## src/rtl/pst_pkg.sv

```systemverilog
package pst_pkg;
    typedef enum logic [2:0] {
        ST_RESET  = 3'd0,
        ST_EXCEPT = 3'd1,
        ST_EXEC   = 3'd2,
        ST_BUSREL = 3'd3,
        ST_STOP   = 3'd4
    } pst_state_t;
endpackage

```

## src/rtl/pst_rst_sync.sv

```systemverilog
// Two-stage synchronizer for the reset pin plus rising-edge detection
module pst_rst_sync (
    input  logic clk,
    input  logic pin_n,
    output logic rise
);
    logic s1, s2, s3;

    always_ff @(posedge clk or negedge pin_n) begin
        if (!pin_n) begin
            s1 <= 1'b0;
            s2 <= 1'b0;
            s3 <= 1'b0;
        end else begin
            s1 <= 1'b1;
            s2 <= s1;
            s3 <= s2;
        end
    end

    assign rise = s2 & ~s3;
endmodule

```

## src/rtl/pst_vec_seq.sv

```systemverilog
// Vector-fetch phase sequencer: strobe phases, then one branch-load phase
module pst_vec_seq #(
    parameter int VEC_W   = 8,
    parameter int STB_CYC = 2
) (
    input  logic             clk,
    input  logic             rst_n,
    input  logic             in_exc,
    input  logic             start,
    input  logic [VEC_W-1:0] start_vec,
    output logic             stb,
    output logic             load,
    output logic [VEC_W+1:0] addr
);
    localparam int PH_W = $clog2(STB_CYC + 1);
    localparam logic [PH_W-1:0] PH_LAST = PH_W'(STB_CYC);

    logic [PH_W-1:0]  ph;
    logic [VEC_W-1:0] vec_q;

    always_ff @(posedge clk or negedge rst_n) begin
        if (!rst_n) begin
            ph    <= '0;
            vec_q <= '0;
        end else begin
            if (start) vec_q <= start_vec;
            if (!in_exc || ph == PH_LAST) ph <= '0;
            else                          ph <= ph + 1'b1;
        end
    end

    assign stb  = in_exc && (ph < PH_LAST);
    assign load = in_exc && (ph == PH_LAST);
    assign addr = {vec_q, 2'b00};
endmodule

```

## src/rtl/proc_state_ctrl.sv

```systemverilog
module proc_state_ctrl #(
    parameter int VEC_W   = 8,
    parameter int STB_CYC = 2
) (
    input  logic             clk,
    input  logic             rst_pin_n,
    input  logic             wdt_ovf,
    input  logic             exc_req,
    input  logic [VEC_W-1:0] exc_vec,
    input  logic             bus_req,
    input  logic             insn_bnd,
    input  logic             sleep_exec,
    input  logic             hw_standby,
    input  logic             irq_wake,
    input  logic             ccr_imask,
    output logic [2:0]       state_o,
    output logic             int_mask,
    output logic [VEC_W+1:0] vec_addr,
    output logic             vec_stb,
    output logic             bus_grant,
    output logic             cpu_halt,
    output logic             br_load
);
    import pst_pkg::*;

    pst_state_t       state, nxt;
    logic             rst_rise;
    logic             wdt_pend;
    logic             stop_hw;
    logic             seq_start;
    logic [VEC_W-1:0] seq_vec;

    pst_rst_sync u_sync (
        .clk   (clk),
        .pin_n (rst_pin_n),
        .rise  (rst_rise)
    );

    assign seq_start = (state != ST_EXCEPT) && (nxt == ST_EXCEPT);
    assign seq_vec   = (state == ST_RESET) ? '0 : exc_vec;

    pst_vec_seq #(
        .VEC_W   (VEC_W),
        .STB_CYC (STB_CYC)
    ) u_seq (
        .clk       (clk),
        .rst_n     (rst_pin_n),
        .in_exc    (state == ST_EXCEPT),
        .start     (seq_start),
        .start_vec (seq_vec),
        .stb       (vec_stb),
        .load      (br_load),
        .addr      (vec_addr)
    );

    // next-state selection
    always_comb begin
        nxt = state;
        if (wdt_ovf) begin
            nxt = ST_RESET;
        end else begin
            unique case (state)
                ST_RESET:  if (rst_rise || wdt_pend) nxt = ST_EXCEPT;
                ST_EXCEPT: if (br_load) nxt = ST_EXEC;
                ST_EXEC: begin
                    if (hw_standby)                nxt = ST_STOP;
                    else if (exc_req)              nxt = ST_EXCEPT;
                    else if (sleep_exec)           nxt = ST_STOP;
                    else if (bus_req && insn_bnd)  nxt = ST_BUSREL;
                end
                ST_BUSREL: if (!bus_req) nxt = ST_EXEC;
                ST_STOP:   if (!stop_hw && !hw_standby && irq_wake && !ccr_imask)
                               nxt = ST_EXCEPT;
                default:   nxt = ST_RESET;
            endcase
        end
    end

    // state register with its side records
    always_ff @(posedge clk or negedge rst_pin_n) begin
        if (!rst_pin_n) begin
            state    <= ST_RESET;
            wdt_pend <= 1'b0;
            stop_hw  <= 1'b0;
        end else begin
            state <= nxt;
            if (wdt_ovf)                                 wdt_pend <= 1'b1;
            else if (state == ST_RESET && nxt != ST_RESET) wdt_pend <= 1'b0;
            if (state != ST_STOP && nxt == ST_STOP)      stop_hw <= hw_standby;
            else if (state == ST_STOP && hw_standby)     stop_hw <= 1'b1;
            else if (state != ST_STOP)                   stop_hw <= 1'b0;
        end
    end

    // per-state outputs
    always_comb begin
        int_mask  = ccr_imask;
        bus_grant = 1'b0;
        cpu_halt  = 1'b0;
        unique case (state)
            ST_RESET: begin
                int_mask = 1'b1;
                cpu_halt = 1'b1;
            end
            ST_EXCEPT: int_mask = 1'b1;
            ST_EXEC:   ;
            ST_BUSREL: begin
                bus_grant = 1'b1;
                cpu_halt  = 1'b1;
            end
            ST_STOP:   cpu_halt = 1'b1;
            default: begin
                int_mask = 1'b1;
                cpu_halt = 1'b1;
            end
        endcase
    end

    assign state_o = state;
endmodule

```

## config.mk

```make
export PLATFORM = sky130hd
export DESIGN_NAME = proc_state_ctrl
export DESIGN_NICKNAME = d
export VERILOG_FILES = /design/src/rtl/pst_pkg.sv /design/src/rtl/pst_rst_sync.sv /design/src/rtl/pst_vec_seq.sv /design/src/rtl/proc_state_ctrl.sv
export SDC_FILE = /design/constraint.sdc
export NUM_CORES = 1
export LEC_CHECK = 0
export ABC_CLOCK_PERIOD_IN_PS = 5700
export BUFFER_PORTS_ARGS = -buffer_cell sky130_fd_sc_hd__clkbuf_2
export CAP_MARGIN = 20
export CORE_MARGIN = 1
export CORE_UTILIZATION = 51
export DETAILED_ROUTE_END_ITERATION = 10
export GPL_TIMING_DRIVEN = 0
export PLACE_DENSITY = 0.82
export SYNTH_ARGS = -nofsm -noshare
export SYNTH_HDL_FRONTEND = slang
export SYNTH_SLANG_ARGS = --single-unit
```

## constraint.sdc

```tcl
create_clock -name clk -period 5.7 [get_ports clk]
set_clock_uncertainty 0.05 [all_clocks]
set_input_delay 1.71 -clock clk [delete_from_list [all_inputs] [get_ports clk]]
set_output_delay 1.71 -clock clk [all_outputs]
set_load 0.05 [all_outputs]
```

==> run summary, run 1 <==
I/O Buffers: 33
async set-or-reset flop fraction in the synthesized netlist: 100%
cell taking the most area after synthesis: dfrtp_1
Post-CTS Repair Setup Buffers: 0
Post-DP HPWL: 1400 µm
vias in the first global route: 704
Inserted Diodes: 0
max-cap viol count: 0
CTS tree: yes
hold buffer count at CTS: 0
area occupied by multi-input gates: 464 µm²
endpoints failing setup: 0
clock sinks: 18
share of the clock period used by the worst path: 69.0%
pins over their slew limit: 0
top-area cell type share of the netlist area: 46.4%
PwrDens: 350 mW/mm²
DRT antenna net count: 0
RePlAce Congestion: 0.768
Post-synth EDFFs: 0
CP endpoint kind: output port
vias per inst: 5.01
Worst Path Required: 3.94 ns
Die Width: 45.6 µm
Setup TNS Final: 0 ns
top-count cell post-synth: dfrtp_1
DR WL/cell: 11.7 µm
core area: 0.00176 mm²
leakage: 0.000623 µW
layout filler cell count: 159
CTS Buf Count: 3
vias post-DR: 752
Final Instance Count excl. Fillers: 150
Crit Path Max Fanout: 2
Final Hold Fails: 0
FF+latch area: 450 µm²
Reg clk slew, reported paths: 0.09 ns
CP Launch Type: primary input
Placed Instances: 146
cell count after synthesis: 87
Seq/Total Area, Yosys: 46.4%
mapped cell area: 971 µm²
effective utilization at floorplan: 55.0%
root buffer selected by CTS: clkbuf_4
Critical Path AT: 2.17 ns
synth cell count leaders: 18 x dfrtp_1, 9 x nor2_1, 6 x and2b_2, 6 x mux2_2, 6 x nand2_1
utilization after layout: 68.4%
routed wire length: 1760 µm
Nets: 145
RSZ-0062 raised after global routing: no
top post-synthesis cells by area: dfrtp_1 46%, mux2_2 7.0%, and2b_2 5.4%
Netlist cell types: 32
overall routing resource usage: 19.8%
Die Ht: 45.6 µm
clock buffer depth: 2
initial antenna violation count: 0
post-route DRC violation count: 0
num rows: 15
WHS: 0.307 ns
Yosys warning count: 0
Reg2Reg Setup Slack: 3.58 ns
iteration count of the initial detailed-routing pass: 4
DP Worst Slack: 1.77 ns
Worst Hold Class: flop to flop
area grow syn2layout: 24.4%
Max Fclk: 254 MHz
drt first-iter violations: 7
Main synth FF type: dfrtp_1
syn_area_per_cell: 11.2 µm²
global-route wire length before repair: 2900 µm
largest net degree at the start of global routing: 19
GR Overflow Total: 0
Final WS setup: 1.77 ns
Clk Latency, worst-skew pair: 0.29 ns
H-tree depth: 1
Worst VDD drop: 0.000198 V
share of cells above drive strength 1: 48.8%
CP Class: primary input to output port
io pins: 36
status: complete, no violations
number of gates resized after CTS: 0
Yosys reg bits: 18
die footprint: 0.00208 mm²
minimum clock period: 3.93 ns
## power by group
part / switching, µW / total, µW / internal (µW)
Clock: 37.3 / 76.2 / 38.9
Sequential: 12.0 / 163 / 151
Combinational: 126 / 183 / 57.7
## cell families (layout without fill, tap and decap cells)
group / count (synthesis) / after routing / share of synthesized area [%]
and+or+nand+nor: 36 / 36 / 21.9
DFF: 18 / 18 / 46.4
other: 2 / 3 / 0.773
buffers and inverters: 9 / 46 / 6.18
muxes: 8 / 8 / 10.1
adders and majority gates: 1 / 1 / 1.29
xor gates and xnor gates: 1 / 1 / 0.902
AOI/OAI and AO/OA: 12 / 12 / 12.5
## flip-flops by register name, indices dropped and copies added (netlist names)
name,cells
state_o,3
stop_hw,1
u_seq.ph,2
u_seq.vec_q,8
u_sync.s1,1
u_sync.s2,1
u_sync.s3,1
wdt_pend,1
## area by class of cell
type / instances / share of cell area [%]
Inverter: 4 / 1.24
Buffer: 5 / 3.73
Clock buffer: 4 / 3.01
Multi-Input combinational cell: 61 / 38.4
Sequential cell: 18 / 37.3
Tap cell: 25 / 2.59
Timing Repair Buffer: 33 / 13.7
## layer usage
layer  global-route usage, %  part of all wire (%)
met1                    24.6                    44
met2                    32.9                    50
met4                    8.48                  0.79
met5                       0                     0
met3                    4.37                   5.6
## worst max-delay path: stages
cell	delay (ns)
clkbuf_2	0.09
a21o_1	0.15
clkbuf_2	0.23
## final timing paths
path	start	end	depth (start not counted)
min	u_sync.s1$_DFF_PN0_	u_sync.s2$_DFF_PN0_	0
max reg2reg	stop_hw$_DFFE_PN0P_	u_seq.vec_q[6]$_DFFE_PN0P_	4
max	ccr_imask	int_mask	3
max in group asynchronous	rst_pin_n	state_o[0]$_DFF_PN0_	1
min in group asynchronous	rst_pin_n	u_seq.vec_q[0]$_DFFE_PN0P_	1
min reg2reg	u_sync.s1$_DFF_PN0_	u_sync.s2$_DFF_PN0_	0
## metrics by stage
stage | cell area, µm² | power [µW]
2_1_floorplan | 975 | 307
3_3_place_gp | 1170 | 345
3_5_place_dp | 1170 | 350
4_1_cts | 1210 | 427
5_1_grt | 1210 | 446
6_report | 1210 | 422
## layout by cell type (no fill, tap or decap), drive strengths merged
cell	synthesis	routed
clkbuf	0	37
or4b	1	1
a21boi	1	1
a21o	1	1
o22ai	1	1
or2b	1	1
nor2b	3	3
or2	1	1
xor2	1	1
dfrtp	18	18
nand2	6	6
ha	1	1
and2b	6	6
nor2	9	9
o21bai	1	1
a21oi	1	1
nand3b	1	1
nand2b	3	3
a221oi	2	2
nor4b	1	1
nor3	3	3
o2111ai	1	1
o22a	1	1
inv	4	4
o21ai	2	2
a211oi	1	1
conb	2	3
buf	5	5
and2	1	1
mux2	8	8
No activity file was read; power rests on OpenSTA's default activity.
==> run 2: changes to the inputs <==
Settings changed: ABC_AREA set to 1, ABC_CLOCK_PERIOD_IN_PS 5700 to 3500, CORE_UTILIZATION 51 to 43, PLACE_DENSITY 0.82 to 0.74.
Clock period 5.7 ns to 3.5 ns, I/O delays scaled along.
==> run summary, run 2 <==
status: complete, no violations
DRT antenna net count: 0
area occupied by multi-input gates: 414 µm²
global-route wire length before repair: 3210 µm
Worst Path Required: 2.40 ns
vias in the first global route: 810
most frequent cells in the layout: 35 x nand2_1, 33 x clkbuf_2, 18 x dfrtp_1
wl on met1: 771 µm
total length of routed met3 wires: 94 µm
vias per inst: 4.58
Clk Latency, worst-skew pair: 0.28 ns
syn_area_per_cell: 8.15 µm²
Max Fclk: 381 MHz
top sig layer: met4
Inserted Diodes: 0
Crit Path Max Fanout: 2
initial antenna violation count: 0
drt first-iter violations: 6
pins over their slew limit: 0
area grow syn2layout: 23.2%
Critical Path AT: 1.52 ns
H-tree depth: 1
I/O Buffers: 33
core area: 0.00204 mm²
slowest cell delay on critical path: 0.29 ns
metal2 WL: 964 µm
CTS Buf Count: 3
Post-CTS Repair Setup Buffers: 0
top-count cell post-synth: nand2_1
CP Class: primary input to output port
DP Worst Slack: 0.879 ns
clock sinks: 18
io pins: 36
CP Launch Type: primary input
top-area cell type share of the netlist area: 46.5%
share of cells above drive strength 1: 41.0%
Yosys warning count: 0
Final WS setup: 0.878 ns
Critical-path top delay cell: clkbuf_2
PwrDens: 705 mW/mm²
Post-synth EDFFs: 0
Die Width: 49.5 µm
root buffer selected by CTS: clkbuf_4
num rows: 16
Die Ht: 49.5 µm
RSZ-0062 raised after global routing: no
Setup TNS Final: 0 ns
crit path cell chain: clkbuf_2, o21bai_1, clkbuf_2
GR Overflow Total: 0
mapped cell area: 970 µm²
cell taking the most area after synthesis: dfrtp_1
endpoints failing setup: 0
minimum clock period: 2.62 ns
post-route DRC violation count: 0
largest net degree at the start of global routing: 19
top post-synthesis cells by area: dfrtp_1 46%, nand2_1 14%, o21ai_2 7.2%
cell count after synthesis: 119
die footprint: 0.00245 mm²
DR WL/cell: 10.1 µm
Largest Register: u_seq.vec_q
Netlist cell types: 19
routed wire length: 1860 µm
overall routing resource usage: 17.4%
commonest non-fill, non-tap cell in the layout: nand2_1
async set-or-reset flop fraction in the synthesized netlist: 100%
Worst VDD drop: 0.000429 V
clock buffer depth: 2
synth cell count leaders: 35 x nand2_1, 18 x dfrtp_1, 17 x inv_1, 11 x nor2_1, 8 x o21ai_2
Reg clk slew, reported paths: 0.09 ns
number of gates resized after CTS: 0
leakage: 0.000707 µW
Reg2Reg Setup Slack: 1.76 ns
effective utilization at floorplan: 47.5%
FF+latch area: 450 µm²
hold buffer count at CTS: 0
WHS: 0.309 ns
Yosys reg bits: 18
share of the clock period used by the worst path: 74.9%
Critical Path Most Common Cell: clkbuf_2
Nets: 177
Seq/Total Area, Yosys: 46.5%
Post-DP HPWL: 1520 µm
utilization after layout: 58.5%
layout filler cell count: 203
max FFs per register: 8
RePlAce Congestion: 0.791
iteration count of the initial detailed-routing pass: 4
CP endpoint kind: output port
Worst Hold Class: flop to flop
max-cap viol count: 0
Final Hold Fails: 0
Main synth FF type: dfrtp_1
vias post-DR: 839
CTS tree: yes
[run 2: changes by cell type after synthesis, moves of 3 or more]
cell      delta
nor2b_1      -3
o21ai_2      +8
mux2_2       -6
nor3_1       -3
nand3_1      +3
and2b_2      -6
nand2_2      +5
inv_2        +4
nand2b_1     -3
inv_1       +13
nand2_1     +29
nor2_2       +4
[run 2: stage by stage]
step                      total power (µW)  cells  area [µm²]
final                                  843    183        1190
after global routing                   895    183        1190
after CTS                              853    183        1190
after detailed placement               756    180        1170
after global placement                 742    180        1170
after floorplan                        653    120         973
[run 2: layer usage]
layer  track usage [%]  vias to the layer above
met5                 0                        -
met4              10.0                        0
met3              1.85                        4
met2              32.4                       29
met1              19.0                      379
li1                  -                      427
[run 2: kinds of logic after synthesis]
| group | after synthesis | share of synthesized area [%] |
|---|---|---|
| buffers and inverters | 24 | 11.2 |
| adders and majority gates | 1 | 1.29 |
| other | 2 | 0.774 |
| AOI/OAI and AO/OA | 12 | 9.68 |
| and+or+nand+nor | 62 | 30.6 |
| DFF | 18 | 46.5 |
[run 2: power by group]
group	switching, µW	internal, µW
Sequential	34.8	263
Combinational	335	114
Clock	56.6	39.9
[run 2: cell type report]
class                           instances  share of cell area [%]
Inverter                               21                    6.60
Buffer                                  3                    2.51
Tap cell                               27                    2.83
Multi-Input combinational cell         78                    34.7
Clock buffer                            3                    1.88
Timing Repair Buffer                   33                    13.8
Sequential cell                        18                    37.7
[run 2: path summary, 6_finish.rpt]
| check | to | cells after the start | from |
|---|---|---|---|
| max | int_mask | 3 | ccr_imask |
| min | u_sync.s2$_DFF_PN0_ | 0 | u_sync.s1$_DFF_PN0_ |
| min reg2reg | u_sync.s2$_DFF_PN0_ | 0 | u_sync.s1$_DFF_PN0_ |
| max in group asynchronous | state_o[0]$_DFF_PN0_ | 1 | rst_pin_n |
| min in group asynchronous | state_o[1]$_DFF_PN0_ | 1 | rst_pin_n |
| max reg2reg | u_seq.vec_q[6]$_DFFE_PN0P_ | 9 | state_o[2]$_DFF_PN0_ |
[run 2: worst max-delay path: cells and delay by family]
family          cells  cell delay [ns]
compound gates      1             0.10
buf+inv             2             0.38
==> run 3: changes to the inputs <==
Settings changed: ABC_CLOCK_PERIOD_IN_PS 3500 to 2190.
Clock period 3.5 ns to 2.19 ns, I/O delays scaled along.
==> run summary, run 3 (synthesis gave the netlist of run 2 again) <==
Worst Hold Class: primary input to async pin
layout filler cell count: 210
DRT antenna net count: 0
die footprint: 0.00245 mm²
CTS tree: yes
routed wire length: 1860 µm
endpoints failing setup: 0
Psw: 693 µW
clock group share of total power: 14.2%
vias per inst: 4.61
overall routing resource usage: 17.4%
leakage: 0.000709 µW
Clk Latency, worst-skew pair: 0.29 ns
clock sinks: 18
Setup TNS Final: 0 ns
area grow syn2layout: 25.8%
Reg clk slew, reported paths: 0.10 ns
Worst VDD drop: 0.000690 V
root buffer selected by CTS: clkbuf_4
Die Width: 49.5 µm
Final Hold Fails: 0
num rows: 16
WHS: 0.237 ns
share of the clock period used by the worst path: 96.6%
largest net degree at the start of global routing: 19
Post-DP HPWL: 1530 µm
iteration count of the initial detailed-routing pass: 4
Post-CTS Repair Setup Buffers: 0
DR WL/cell: 10.1 µm
core area: 0.00204 mm²
effective utilization at floorplan: 47.5%
RePlAce Congestion: 0.810
Crit Path Max Fanout: 5
GR peak layer: met2
pins over their slew limit: 0
minimum clock period: 2.12 ns
Inserted Diodes: 0
met3 Track Usage GR: 2.16%
max-cap viol count: 0
status: complete, no violations
GR Overflow Total: 0
Final Instance Count excl. Fillers: 184
H-tree depth: 1
CTS Buf Count: 3
CP Launch Type: flop
hold buffer count at CTS: 0
most frequent cells in the layout: 35 x nand2_1, 29 x clkbuf_2, 18 x dfrtp_1
initial antenna violation count: 0
post-route DRC violation count: 0
share of cells above drive strength 1: 42.7%
Placed Instances: 180
io pins: 36
drt first-iter violations: 10
Worst Path Required: 1.48 ns
Logic pwr share: 51.7%
Max Fclk: 473 MHz
Seq pwr share: 34.1%
Nets: 177
max FFs per register: 8
utilization after layout: 59.7%
commonest non-fill, non-tap cell in the layout: nand2_1
Critical Path AT: 1.41 ns
CP endpoint kind: output port
PwrDens: 1150 mW/mm²
sw frac: 49.4%
global-route wire length before repair: 3310 µm
vias in the first global route: 832
clock buffer depth: 2
RSZ-0062 raised after global routing: yes
Largest Register: u_seq.vec_q
Pint: 710 µW
I/O Buffers: 33
met1 usage: 20.4%
vias post-DR: 848
Die Ht: 49.5 µm
CP Class: flop to output port
M2 GR Usage: 32.4%
run 3: final cells by class:
type / count / area [µm²] / share of cell area (%)
flip-flops and latches: 18 / 450 / 36.9
multi-input cells: 78 / 420 / 34.5
repair buffers: 33 / 170 / 13.9
inverters: 21 / 78.8 / 6.46
clock buffers: 4 / 36.3 / 2.97
well taps: 27 / 33.8 / 2.77
plain buffers: 3 / 30.0 / 2.46
run 3: power groups by stage:
stage	combinational (µW)	clock (µW)	sequential, µW
after detailed placement	729	0	485
final	725	199	478
after global placement	711	0	481
after global routing	776	219	488
after floorplan	324	0	724
after CTS	732	207	479
run 3: path summary, 6_finish.rpt:
check	startpoint	end	slack (ns)	cells after the start
max	state_o[2]$_DFF_PN0_	br_load	0.07	4
min	rst_pin_n	u_seq.vec_q[5]$_DFFE_PN0P_	0.24	1
max reg2reg	state_o[2]$_DFF_PN0_	u_seq.vec_q[5]$_DFFE_PN0P_	0.49	9
min reg2reg	u_sync.s1$_DFF_PN0_	u_sync.s2$_DFF_PN0_	0.31	0
max in group asynchronous	rst_pin_n	u_seq.ph[1]$_DFF_PN0_	1.55	1
min in group clk	u_sync.s1$_DFF_PN0_	u_sync.s2$_DFF_PN0_	0.31	0
run 3: per-layer routing:
layer / wire length [µm] / vias to the layer above
li1: - / 428
met1: 805 / 386
met2: 921 / 32
met3: 128 / 2
met4: 6 / 0
met5: 0 / -
run 3: per-stage QoR:
step	total power, µW	setup slack, ns	cell area (µm²)
floorplan	1050	0.0781	980
global placement	1190	0.311	1180
detailed placement	1210	0.274	1180
CTS	1420	0.0398	1220
global route	1480	-0.0142	1220
finish	1400	0.0747	1220
run 3: worst max-delay path, cell delays in order (launching register included):
cell	delay [ns]
dfrtp_1	0.46
inv_2	0.11
nand3_2	0.17
nor2_2	0.17
buf_4	0.22
run 3: repair_timing:
item,CTS,global route
gates resized for setup,1,5
pin swaps,0,0
setup endpoints to repair,1,4
